<file path="src/rtl/gpr_pkg.sv">
package gpr_pkg;

    typedef enum logic [1:0] {
        SP_HOLD  = 2'b00,
        SP_PUSH  = 2'b01,
        SP_POP   = 2'b10,
        SP_IDLE  = 2'b11
    } sp_op_e;

    typedef enum logic {
        SZ_WORD = 1'b0,
        SZ_BYTE = 1'b1
    } acc_size_e;

endpackage

</file>
<file path="src/rtl/gpr_rd_port.sv">
module gpr_rd_port
    import gpr_pkg::*;
#(
    parameter int DATA_W   = 16,
    parameter int NUM_REGS = 8,
    parameter int IDX_W    = $clog2(NUM_REGS)
) (
    input  logic              clk,
    input  logic              rst_n,
    input  logic [DATA_W-1:0] regs [NUM_REGS],
    input  logic [IDX_W-1:0]  rd_idx,
    input  logic              rd_size,
    input  logic              rd_lo,
    output logic [DATA_W-1:0] rd_data
);
    localparam int HALF_W = DATA_W / 2;

    logic [DATA_W-1:0] word_sel;
    logic [HALF_W-1:0] half_sel;

    always_comb begin
        word_sel = regs[rd_idx];
        half_sel = rd_lo ? word_sel[HALF_W-1:0] : word_sel[DATA_W-1:HALF_W];
        unique case (acc_size_e'(rd_size))
            SZ_WORD: rd_data = word_sel;
            SZ_BYTE: rd_data = {{HALF_W{1'b0}}, half_sel};
            default: rd_data = word_sel;
        endcase
    end

    AST_BYTE_UPPER_ZERO: assert property (@(posedge clk) disable iff (!rst_n)
        (rd_size == SZ_BYTE) |-> (rd_data[DATA_W-1:HALF_W] == '0));

endmodule

</file>
<file path="src/rtl/gpr_wr_decode.sv">
module gpr_wr_decode
    import gpr_pkg::*;
#(
    parameter int DATA_W   = 16,
    parameter int NUM_REGS = 8,
    parameter int IDX_W    = $clog2(NUM_REGS)
) (
    input  logic                wr_en,
    input  logic [IDX_W-1:0]    wr_idx,
    input  logic                wr_size,
    input  logic                wr_lo,
    input  logic [DATA_W-1:0]   wr_data,
    output logic [NUM_REGS-1:0] hi_en,
    output logic [NUM_REGS-1:0] lo_en,
    output logic [DATA_W/2-1:0] hi_val,
    output logic [DATA_W/2-1:0] lo_val
);
    localparam int HALF_W = DATA_W / 2;

    logic take_hi;
    logic take_lo;

    always_comb begin
        unique case (acc_size_e'(wr_size))
            SZ_WORD: begin
                take_hi = 1'b1;
                take_lo = 1'b1;
                hi_val  = wr_data[DATA_W-1:HALF_W];
            end
            SZ_BYTE: begin
                take_hi = !wr_lo;
                take_lo = wr_lo;
                hi_val  = wr_data[HALF_W-1:0];
            end
            default: begin
                take_hi = 1'b0;
                take_lo = 1'b0;
                hi_val  = wr_data[DATA_W-1:HALF_W];
            end
        endcase
        lo_val = wr_data[HALF_W-1:0];
    end

    for (genvar g = 0; g < NUM_REGS; g++) begin : g_dec
        logic hit;
        assign hit      = wr_en && (wr_idx == IDX_W'(g));
        assign hi_en[g] = hit && take_hi;
        assign lo_en[g] = hit && take_lo;
    end

endmodule

</file>
<file path="src/rtl/gpr_sp_unit.sv">
module gpr_sp_unit
    import gpr_pkg::*;
#(
    parameter int DATA_W  = 16,
    parameter int SP_STEP = 2
) (
    input  logic [DATA_W-1:0] sp_cur,
    input  logic [1:0]        sp_op,
    output logic [DATA_W-1:0] sp_adj,
    output logic [DATA_W-1:0] sp_addr
);
    localparam logic [DATA_W-1:0] STEP_W = DATA_W'(SP_STEP);

    always_comb begin
        unique case (sp_op_e'(sp_op))
            SP_PUSH: begin
                sp_adj  = sp_cur - STEP_W;
                sp_addr = sp_adj;
            end
            SP_POP: begin
                sp_adj  = sp_cur + STEP_W;
                sp_addr = sp_cur;
            end
            SP_HOLD, SP_IDLE: begin
                sp_adj  = sp_cur;
                sp_addr = sp_cur;
            end
            default: begin
                sp_adj  = sp_cur;
                sp_addr = sp_cur;
            end
        endcase
    end

endmodule

</file>
<file path="src/rtl/gpr_bank.sv">
module gpr_bank
    import gpr_pkg::*;
#(
    parameter int DATA_W   = 16,
    parameter int NUM_REGS = 8,
    parameter int SP_STEP  = 2,
    parameter int IDX_W    = $clog2(NUM_REGS)
) (
    input  logic              clk,
    input  logic              rst_n,
    input  logic [IDX_W-1:0]  ra_idx,
    input  logic              ra_size,
    input  logic              ra_lo,
    output logic [DATA_W-1:0] ra_data,
    input  logic [IDX_W-1:0]  rb_idx,
    input  logic              rb_size,
    input  logic              rb_lo,
    output logic [DATA_W-1:0] rb_data,
    input  logic              wr_en,
    input  logic [IDX_W-1:0]  wr_idx,
    input  logic              wr_size,
    input  logic              wr_lo,
    input  logic [DATA_W-1:0] wr_data,
    input  logic [1:0]        sp_op,
    output logic [DATA_W-1:0] sp_addr
);
    localparam int HALF_W   = DATA_W / 2;
    localparam int SP_INDEX = NUM_REGS - 1;
    localparam logic [DATA_W-1:0] STEP_W = DATA_W'(SP_STEP);

    logic [DATA_W-1:0]   gpr_q [NUM_REGS];
    logic [NUM_REGS-1:0] hi_en;
    logic [NUM_REGS-1:0] lo_en;
    logic [HALF_W-1:0]   hi_val;
    logic [HALF_W-1:0]   lo_val;
    logic [DATA_W-1:0]   sp_adj;
    logic                sp_moving;
    logic                sp_written;

    assign sp_moving  = (sp_op == SP_PUSH) || (sp_op == SP_POP);
    assign sp_written = wr_en && (wr_idx == IDX_W'(SP_INDEX));

    gpr_wr_decode #(.DATA_W(DATA_W), .NUM_REGS(NUM_REGS), .IDX_W(IDX_W)) u_wr_dec (
        .wr_en   (wr_en),
        .wr_idx  (wr_idx),
        .wr_size (wr_size),
        .wr_lo   (wr_lo),
        .wr_data (wr_data),
        .hi_en   (hi_en),
        .lo_en   (lo_en),
        .hi_val  (hi_val),
        .lo_val  (lo_val)
    );

    gpr_sp_unit #(.DATA_W(DATA_W), .SP_STEP(SP_STEP)) u_sp (
        .sp_cur  (gpr_q[SP_INDEX]),
        .sp_op   (sp_op),
        .sp_adj  (sp_adj),
        .sp_addr (sp_addr)
    );

    gpr_rd_port #(.DATA_W(DATA_W), .NUM_REGS(NUM_REGS), .IDX_W(IDX_W)) u_rd_a (
        .clk     (clk),
        .rst_n   (rst_n),
        .regs    (gpr_q),
        .rd_idx  (ra_idx),
        .rd_size (ra_size),
        .rd_lo   (ra_lo),
        .rd_data (ra_data)
    );

    gpr_rd_port #(.DATA_W(DATA_W), .NUM_REGS(NUM_REGS), .IDX_W(IDX_W)) u_rd_b (
        .clk     (clk),
        .rst_n   (rst_n),
        .regs    (gpr_q),
        .rd_idx  (rb_idx),
        .rd_size (rb_size),
        .rd_lo   (rb_lo),
        .rd_data (rb_data)
    );

    for (genvar g = 0; g < NUM_REGS; g++) begin : g_reg
        logic [DATA_W-1:0] base_w;
        logic [DATA_W-1:0] next_w;

        if (g == SP_INDEX) begin : g_sp
            assign base_w = sp_adj;
        end else begin : g_gp
            assign base_w = gpr_q[g];
        end

        always_comb begin
            next_w = base_w;
            if (hi_en[g]) next_w[DATA_W-1:HALF_W] = hi_val;
            if (lo_en[g]) next_w[HALF_W-1:0]      = lo_val;
        end

        // Storage has no reset: contents are unknown until first written.
        always_ff @(posedge clk) begin
            gpr_q[g] <= next_w;
        end

        AST_WORD_STORE: assert property (@(posedge clk) disable iff (!rst_n)
            (wr_en && wr_idx == IDX_W'(g) && wr_size == SZ_WORD)
            |=> (gpr_q[g] == $past(wr_data)));

        AST_HI_BYTE_ONLY: assert property (@(posedge clk) disable iff (!rst_n)
            (wr_en && wr_idx == IDX_W'(g) && wr_size == SZ_BYTE && !wr_lo
             && ((g != SP_INDEX) || !sp_moving))
            |=> (gpr_q[g][HALF_W-1:0] == $past(gpr_q[g][HALF_W-1:0])
                 && gpr_q[g][DATA_W-1:HALF_W] == $past(wr_data[HALF_W-1:0])));

        AST_LO_BYTE_ONLY: assert property (@(posedge clk) disable iff (!rst_n)
            (wr_en && wr_idx == IDX_W'(g) && wr_size == SZ_BYTE && wr_lo
             && ((g != SP_INDEX) || !sp_moving))
            |=> (gpr_q[g][DATA_W-1:HALF_W] == $past(gpr_q[g][DATA_W-1:HALF_W])
                 && gpr_q[g][HALF_W-1:0] == $past(wr_data[HALF_W-1:0])));

        AST_IDLE_STABLE: assert property (@(posedge clk) disable iff (!rst_n)
            (!(wr_en && wr_idx == IDX_W'(g)) && ((g != SP_INDEX) || !sp_moving))
            |=> $stable(gpr_q[g]));
    end

    AST_PUSH_STEP: assert property (@(posedge clk) disable iff (!rst_n)
        (sp_op == SP_PUSH && !sp_written)
        |=> (gpr_q[SP_INDEX] == $past(gpr_q[SP_INDEX]) - STEP_W));

    AST_PUSH_ADDR_NEW_TOP: assert property (@(posedge clk) disable iff (!rst_n)
        (sp_op == SP_PUSH && !sp_written)
        |=> (gpr_q[SP_INDEX] == $past(sp_addr)));

    AST_POP_STEP: assert property (@(posedge clk) disable iff (!rst_n)
        (sp_op == SP_POP && !sp_written)
        |=> (gpr_q[SP_INDEX] == $past(gpr_q[SP_INDEX]) + STEP_W));

    AST_POP_ADDR_OLD_TOP: assert property (@(posedge clk) disable iff (!rst_n)
        (sp_op == SP_POP) |-> (sp_addr == gpr_q[SP_INDEX]));

endmodule

</file>
<file path="config.mk">
export PLATFORM = sky130hd
export DESIGN_NAME = gpr_bank
export DESIGN_NICKNAME = d
export VERILOG_FILES = /design/src/rtl/gpr_pkg.sv /design/src/rtl/gpr_rd_port.sv /design/src/rtl/gpr_wr_decode.sv /design/src/rtl/gpr_sp_unit.sv /design/src/rtl/gpr_bank.sv
export SDC_FILE = /design/constraint.sdc
export NUM_CORES = 1
export LEC_CHECK = 0
export CORE_MARGIN = 2
export CORE_UTILIZATION = 45
export DETAILED_ROUTE_END_ITERATION = 10
export GPL_ROUTABILITY_DRIVEN = 0
export PLACE_DENSITY = 0.78
export SLEW_MARGIN = 20
export SYNTH_ARGS = -nofsm -noshare
export SYNTH_HDL_FRONTEND = slang
export SYNTH_HIERARCHICAL = 1
export SYNTH_SLANG_ARGS = --single-unit
</file>
<file path="constraint.sdc">
create_clock -name clk -period 2.8 [get_ports clk]
set_input_delay 0.7 -clock clk [delete_from_list [all_inputs] [get_ports clk]]
set_output_delay 0.7 -clock clk [all_outputs]
set_load 0.01 [all_outputs]
</file>
### Yosys cells after proc, flatten, opt, wreduce, memory -nomap -nowiden

Index checks and enable logic that the tools add are counted.

* equality and inequality tests: 12
* bitwise gates (word level): 5
* multiply operators: 0
* add/sub/neg operators: 2
* reductions and logical operators: 29
* $lt $le $gt $ge: 2
* mux-type cells: 17
* shift-type cells: 0
* divide/modulo/power cells: 0

Operator list (count)
* $pmux W16 S2: 4
* $bmux W16 S3: 2
* $mux W16: 4
* $mux W8: 4
* $logic_and A1 B1 Y1: 24
* $add A16 B2 Y16 const B: 1
* $pmux W8 S2: 1
* $sub A16 B2 Y16 const B: 1
* $eq A3 B3 Y1 const B: 4
* $ge A4 B4 Y1 const B: 2
* $not A3 Y4: 2
* $eq A3 B2 Y1 const B: 2
* $eq A2 B2 Y1 const B: 2
* $ne A2 B2 Y1 const B: 2
* $pmux W1 S2: 2
* $eq A3 B1 Y1 const B: 1
* $logic_not A3 Y1: 1
* $not A1 Y1: 3
* $reduce_or A3 Y1: 1
* $eq A2 B1 Y1 const B: 1
* $logic_not A2 Y1: 1
* $reduce_or A2 Y1: 1
* $logic_not A1 Y1: 1

* memory bits (read-only): 0
* output and inout port bits: 48
* input bits: 36
* logic and storage cells: 83
* register bits: 128
* memories kept: 0
* memory bits (writable): 0
* bits in latches: 0

### Depth between registers and ports, before layout

* word-level depth: 6
* gate-level depth with buffers: 8
* gate-level depth less buffers: 7

### Modules after synthesis

The synthesis kept the hierarchy.

By module, submodules not included
* gpr_bank: cells an instance 146, area an instance 3946.3 um^2, times used 1
* gpr_rd_port: cells an instance 87, area an instance 1136.1 um^2, times used 2
* gpr_sp_unit: cells an instance 191, area an instance 1179.9 um^2, times used 1
* gpr_wr_decode: cells an instance 43, area an instance 320.3 um^2, times used 1

### Least setup slack after synthesis

Ideal clock, no wire load.

* path kind: reg2out
* from: register gpr_q[7] (netlist name)
* to: output port sp_addr[14]
* stages on the path, launching flop included: 8
* path slack: -118 ps
* arrival time: 2218 ps
* data required time: 2100 ps
* path through: dfxtp_1 > buf_2 > or4_4 > buf_6 > or4_1 > clkbuf_2 > nor4b_1 > xor2_1

* longest elaborated chain between the ends: 2

Ends and longest elaborated chain
* start, declared: line gpr_bank.sv:31 `logic [DATA_W-1:0] gpr_q [NUM_REGS];`
* start signal, assigned by index: line gpr_bank.sv:100 `gpr_q[g] <= next_w;`
* $sub A16 B2 Y16: line gpr_sp_unit.sv:17 `sp_adj = sp_cur - STEP_W;`
* $pmux W16 S2: line gpr_sp_unit.sv:15 `unique case (sp_op_e'(sp_op))`
* end, declared: line gpr_bank.sv:25 `output logic [DATA_W-1:0] sp_addr`

Every way passes these cells.

### Final worst setup path

* from: register gpr_q[6] (netlist name)
* to: output port sp_addr[14]

Same word-level chain as after synthesis.

==> metrics.txt <==
# TYPE chip_impl_metric gauge
chip_impl_metric{name="fmaxAchievable",unit="GHz"} 0.329
chip_impl_metric{name="irDropWorstVdd",unit="mV"} 0.513
chip_impl_metric{name="slew_violations",unit=""} 0
chip_impl_metric{name="synth-simple-area-share",unit=""} 0.0952
chip_impl_metric{name="avgRoutedWirePerCell",unit="um"} 25.1
chip_impl_info{name="critical_path.reg2reg.startpoint",value="gpr_q[6]"} 1
chip_impl_metric{name="dp_hpwl",unit="um"} 15300
chip_impl_metric{name="period_share",unit=""} 1.09
chip_impl_metric{name="post_layout_cell_count",unit=""} 943
chip_impl_metric{name="drt_first_iter_violations",unit=""} 728
chip_impl_metric{name="post-route-drc-count",unit=""} 0
chip_impl_info{name="synthFlopType",value="edfxtp_1"} 1
chip_impl_metric{name="share_of_the_synthesized_area_in_the_top_cell_type",unit=""} 0.436
chip_impl_info{name="cell_with_the_largest_stage_delay_on_the_worst_path",value="or4_4"} 1
chip_impl_metric{name="cp.buffers_inverters",unit=""} 1
chip_impl_info{name="cp-start-kind",value="flip-flop"} 1
chip_impl_metric{name="synth_async_sr_flop_share",unit=""} 0
chip_impl_metric{name="synth.yosys.warnings",unit=""} 6
chip_impl_metric{name="post_synth_mux_area_share",unit=""} 0.266
chip_impl_metric{name="slew-limit-headroom",unit=""} 0.548
chip_impl_info{name="failing_checks",value="negative setup slack"} 1
chip_impl_metric{name="postRouteWirelength",unit="um"} 23700
chip_impl_metric{name="setup_viol",unit=""} 14
chip_impl_metric{name="cts-root-to-sink-buffers",unit=""} 2
chip_impl_info{name="most-common-layout-cells",value="edfxtp_1, buf_4, mux4_2, buf_2, clkdlybuf4s50_1"} 1
chip_impl_metric{name="cts_htree_levels",unit=""} 4
chip_impl_metric{name="grt_overflow_total",unit=""} 0
chip_impl_info{name="cts_tree",value="yes"} 1
chip_impl_metric{name="fin_clk_skew",unit="ps"} 4.20
chip_impl_metric{name="cts_num_sinks",unit=""} 128
chip_impl_info{name="timing.critical_path.cells",value="or4_4 -> or4_4 -> nor4b_4 -> xor2_1 -> buf_2"} 1
chip_impl_metric{name="report.final.hold_viol_count",unit=""} 0
chip_impl_metric{name="clock_transition_time_at_the_flip_flop_clock_pins_of_the_worst_setup_and_hold_paths",unit="ps"} 60
chip_impl_metric{name="synth-compound-area-share",unit=""} 0.0606
chip_impl_metric{name="area_delta_synth_final",unit="%"} 34.3
chip_impl_info{name="path_delay_family",value="simple AND/OR/NAND/NOR gates"} 1
chip_impl_metric{name="grt_max_degree",unit=""} 30
chip_impl_info{name="rsz_0062_raised_after_global_routing",value="yes"} 1
chip_impl_metric{name="via_count_of_the_first_global_routing_pass",unit=""} 5987
chip_impl_metric{name="leakage",unit="nW"} 3.78
chip_impl_metric{name="grtUsageTotal",unit=""} 0.265
chip_impl_metric{name="postSynthRegisterBits",unit=""} 128
chip_impl_metric{name="placed_cell_area",unit="sq um"} 9140
chip_impl_metric{name="port_buffers",unit=""} 82
chip_impl_metric{name="clock_latency",unit="ps"} 430
chip_impl_metric{name="synth_adder_area_share",unit=""} 0.00648
chip_impl_info{name="most_common_cell_after_layout_fill_and_taps_aside",value="edfxtp_1"} 1
chip_impl_metric{name="finish.net_count",unit=""} 750
chip_impl_metric{name="die-height",unit="um"} 135
chip_impl_metric{name="timing.hold.ws",unit="ps"} 600
chip_impl_metric{name="cp.depth",unit=""} 5
chip_impl_info{name="crit_path_start",value="gpr_q[6]"} 1
chip_impl_metric{name="period_needed",unit="ps"} 3040
chip_impl_metric{name="grt_pass1_wl",unit="um"} 35400
chip_impl_metric{name="cts_buffers",unit=""} 17
chip_impl_metric{name="placedCellCount",unit=""} 877
chip_impl_info{name="reg2reg_to",value="gpr_q[14]"} 1
chip_impl_metric{name="totalNegativeSetupSlack",unit="ps"} -838
chip_impl_metric{name="syn_avg_cell_area",unit="sq um"} 13.9
chip_impl_metric{name="first_pass_iters",unit=""} 5
chip_impl_metric{name="syn-cell-area",unit="sq um"} 7720
chip_impl_info{name="path_class",value="flip-flop to output pin"} 1
chip_impl_metric{name="diodes",unit=""} 0
chip_impl_metric{name="max-cap-violations",unit=""} 0
chip_impl_metric{name="setup_slack",unit="ps"} -243
chip_impl_info{name="worstSetupEndpointType",value="output pin"} 1
chip_impl_metric{name="layout.cell_area.non_filler",unit="sq um"} 10400
chip_impl_metric{name="synth_sequential_area_ratio",unit=""} 0.477
chip_impl_metric{name="worst_slew_pin_slew",unit="ps"} 676
chip_impl_metric{name="antenna_violating_nets_post_route",unit=""} 0
chip_impl_metric{name="core_area",unit="sq um"} 16700
chip_impl_metric{name="worst_path_largest_cell_delay",unit="ps"} 530
chip_impl_metric{name="cp_data_required_time",unit="ps"} 2100
chip_impl_metric{name="antenna_found_initial",unit=""} 0
chip_impl_info{name="worst_setup_path_endpoint",value="sp_addr[14]"} 1
chip_impl_info{name="run_status",value="finished, violations left"} 1
chip_impl_metric{name="dieArea",unit="sq um"} 18200
chip_impl_metric{name="path_max_fanout",unit=""} 2
chip_impl_metric{name="number_of_enable_flip_flop_cells_after_synthesis",unit=""} 112
chip_impl_metric{name="vias",unit=""} 5911
chip_impl_metric{name="critPathArrivalTime",unit="ps"} 2340
chip_impl_metric{name="power_per_cell_area",unit="nW/um^2"} 620
chip_impl_info{name="critPathMostFrequentCell",value="or4_4"} 1
chip_impl_metric{name="viasPerCell",unit=""} 6.27
chip_impl_info{name="yosysTopAreaCell",value="edfxtp_1"} 1
chip_impl_info{name="min-delay-path-class",value="flip-flop to flip-flop"} 1
chip_impl_metric{name="post-place-ws",unit="ps"} -926
chip_impl_info{name="cts_root_buf",value="clkbuf_16"} 1
chip_impl_metric{name="layout-drive-gt1-share",unit=""} 0.477
chip_impl_metric{name="regToRegSetupSlack",unit="ps"} 300
chip_impl_metric{name="finalCoreUtilization",unit=""} 0.621
chip_impl_metric{name="ff2ff_path_depth",unit=""} 7
chip_impl_info{name="yosys-top-cells-area",value="edfxtp_1, mux4_2, dfxtp_1"} 1
chip_impl_metric{name="synth_nets",unit=""} 594
chip_impl_metric{name="initial_utilization",unit=""} 0.462
chip_impl_metric{name="std_cell_rows",unit=""} 47
chip_impl_metric{name="number_of_distinct_library_cells_after_synthesis",unit=""} 53
chip_impl_metric{name="yosys.area_share.xor_xnor",unit=""} 0.0261
chip_impl_metric{name="die_x",unit="um"} 135
chip_impl_metric{name="ioPinCount",unit=""} 84
chip_impl_metric{name="p_total",unit="mW"} 6.42
chip_impl_metric{name="syn_inst",unit=""} 554
chip_impl_info{name="largest_family_of_logic_cells_by_synthesized_area",value="multiplexers"} 1
## timing repair
action / in CTS / in global routing
resized for setup: 229 / 48
buffers inserted: 22 / 10
hold endpoints to repair: 0 / 0
setup endpoints to repair: 47 / 35
cloned: 5 / 1
pin swaps: 10 / 16
hold buffers: 0 / 0
## Yosys cell counts, types with 4 or more instances
| library cell | instances |
|---|---|
| buf_2 | 12 |
| ha_1 | 4 |
| buf_6 | 10 |
| mux2_2 | 13 |
| nor2_1 | 24 |
| dfxtp_1 | 16 |
| a21oi_1 | 12 |
| o221ai_2 | 8 |
| nand2_1 | 21 |
| nor4_1 | 10 |
| nor3_1 | 23 |
| mux2_4 | 16 |
| buf_4 | 14 |
| buf_1 | 5 |
| o21ai_0 | 6 |
| edfxtp_1 | 112 |
| inv_1 | 25 |
| nand3_1 | 28 |
| nand2b_1 | 11 |
| mux2i_1 | 8 |
| a22oi_1 | 6 |
| o221ai_1 | 8 |
| mux4_1 | 10 |
| mux4_2 | 54 |
| clkbuf_1 | 24 |
| xnor2_1 | 16 |
| mux2i_2 | 8 |
| xor2_1 | 7 |
## state kept, by name, indices dropped and copies added (netlist names)
signal	cells
gpr_q	16
g.base_w	112
## cell families (layout without fill, tap and decap cells)
logic type | count (synthesis) | count (layout)
adders and majority gates | 4 | 4
AOI/OAI and AO/OA | 58 | 58
buffers and inverters | 93 | 262
and+or+nand+nor | 139 | 139
xor gates and xnor gates | 23 | 23
DFF | 128 | 128
muxes | 109 | 109
## power breakdown
part | total, mW | switching [mW] | internal, mW
sequential | 2.27 | 0.0779 | 2.19
clock | 2.34 | 0.832 | 1.51
combinational | 1.81 | 0.913 | 0.897
## cell type report
class | count | area [sq um]
fill | 1213 | 6340
sequential | 128 | 3690
tap | 220 | 275
inverter | 25 | 93.8
multi-input combinational | 333 | 3780
clock buffer | 19 | 443
timing repair buffer | 205 | 1900
clock inverter | 13 | 186
## how the worst min path moves through the flow
stage | startpoint | end | slack [ps] | cells past startpoint
global route | gpr_q[0] | gpr_q[0] | 610 | 1
floorplan | gpr_q[0] | gpr_q[0] | 580 | 2
detailed placement | gpr_q[0] | gpr_q[0] | 560 | 1
global placement | gpr_q[0] | gpr_q[0] | 540 | 1
CTS | gpr_q[0] | gpr_q[0] | 590 | 1
finish | gpr_q[0] | gpr_q[0] | 600 | 1
## metal layers
metal  wire length, um  vias up  part of all wire  GRT usage
met5                 0        -                 0          0
met4               805        0             0.034      0.114
met3              2190       62             0.093     0.0511
met2             11800      411              0.50      0.447
met1              8860     2959              0.37      0.335
li1                  -     2479                 -          -
Power figures use the tool's default switching activity.
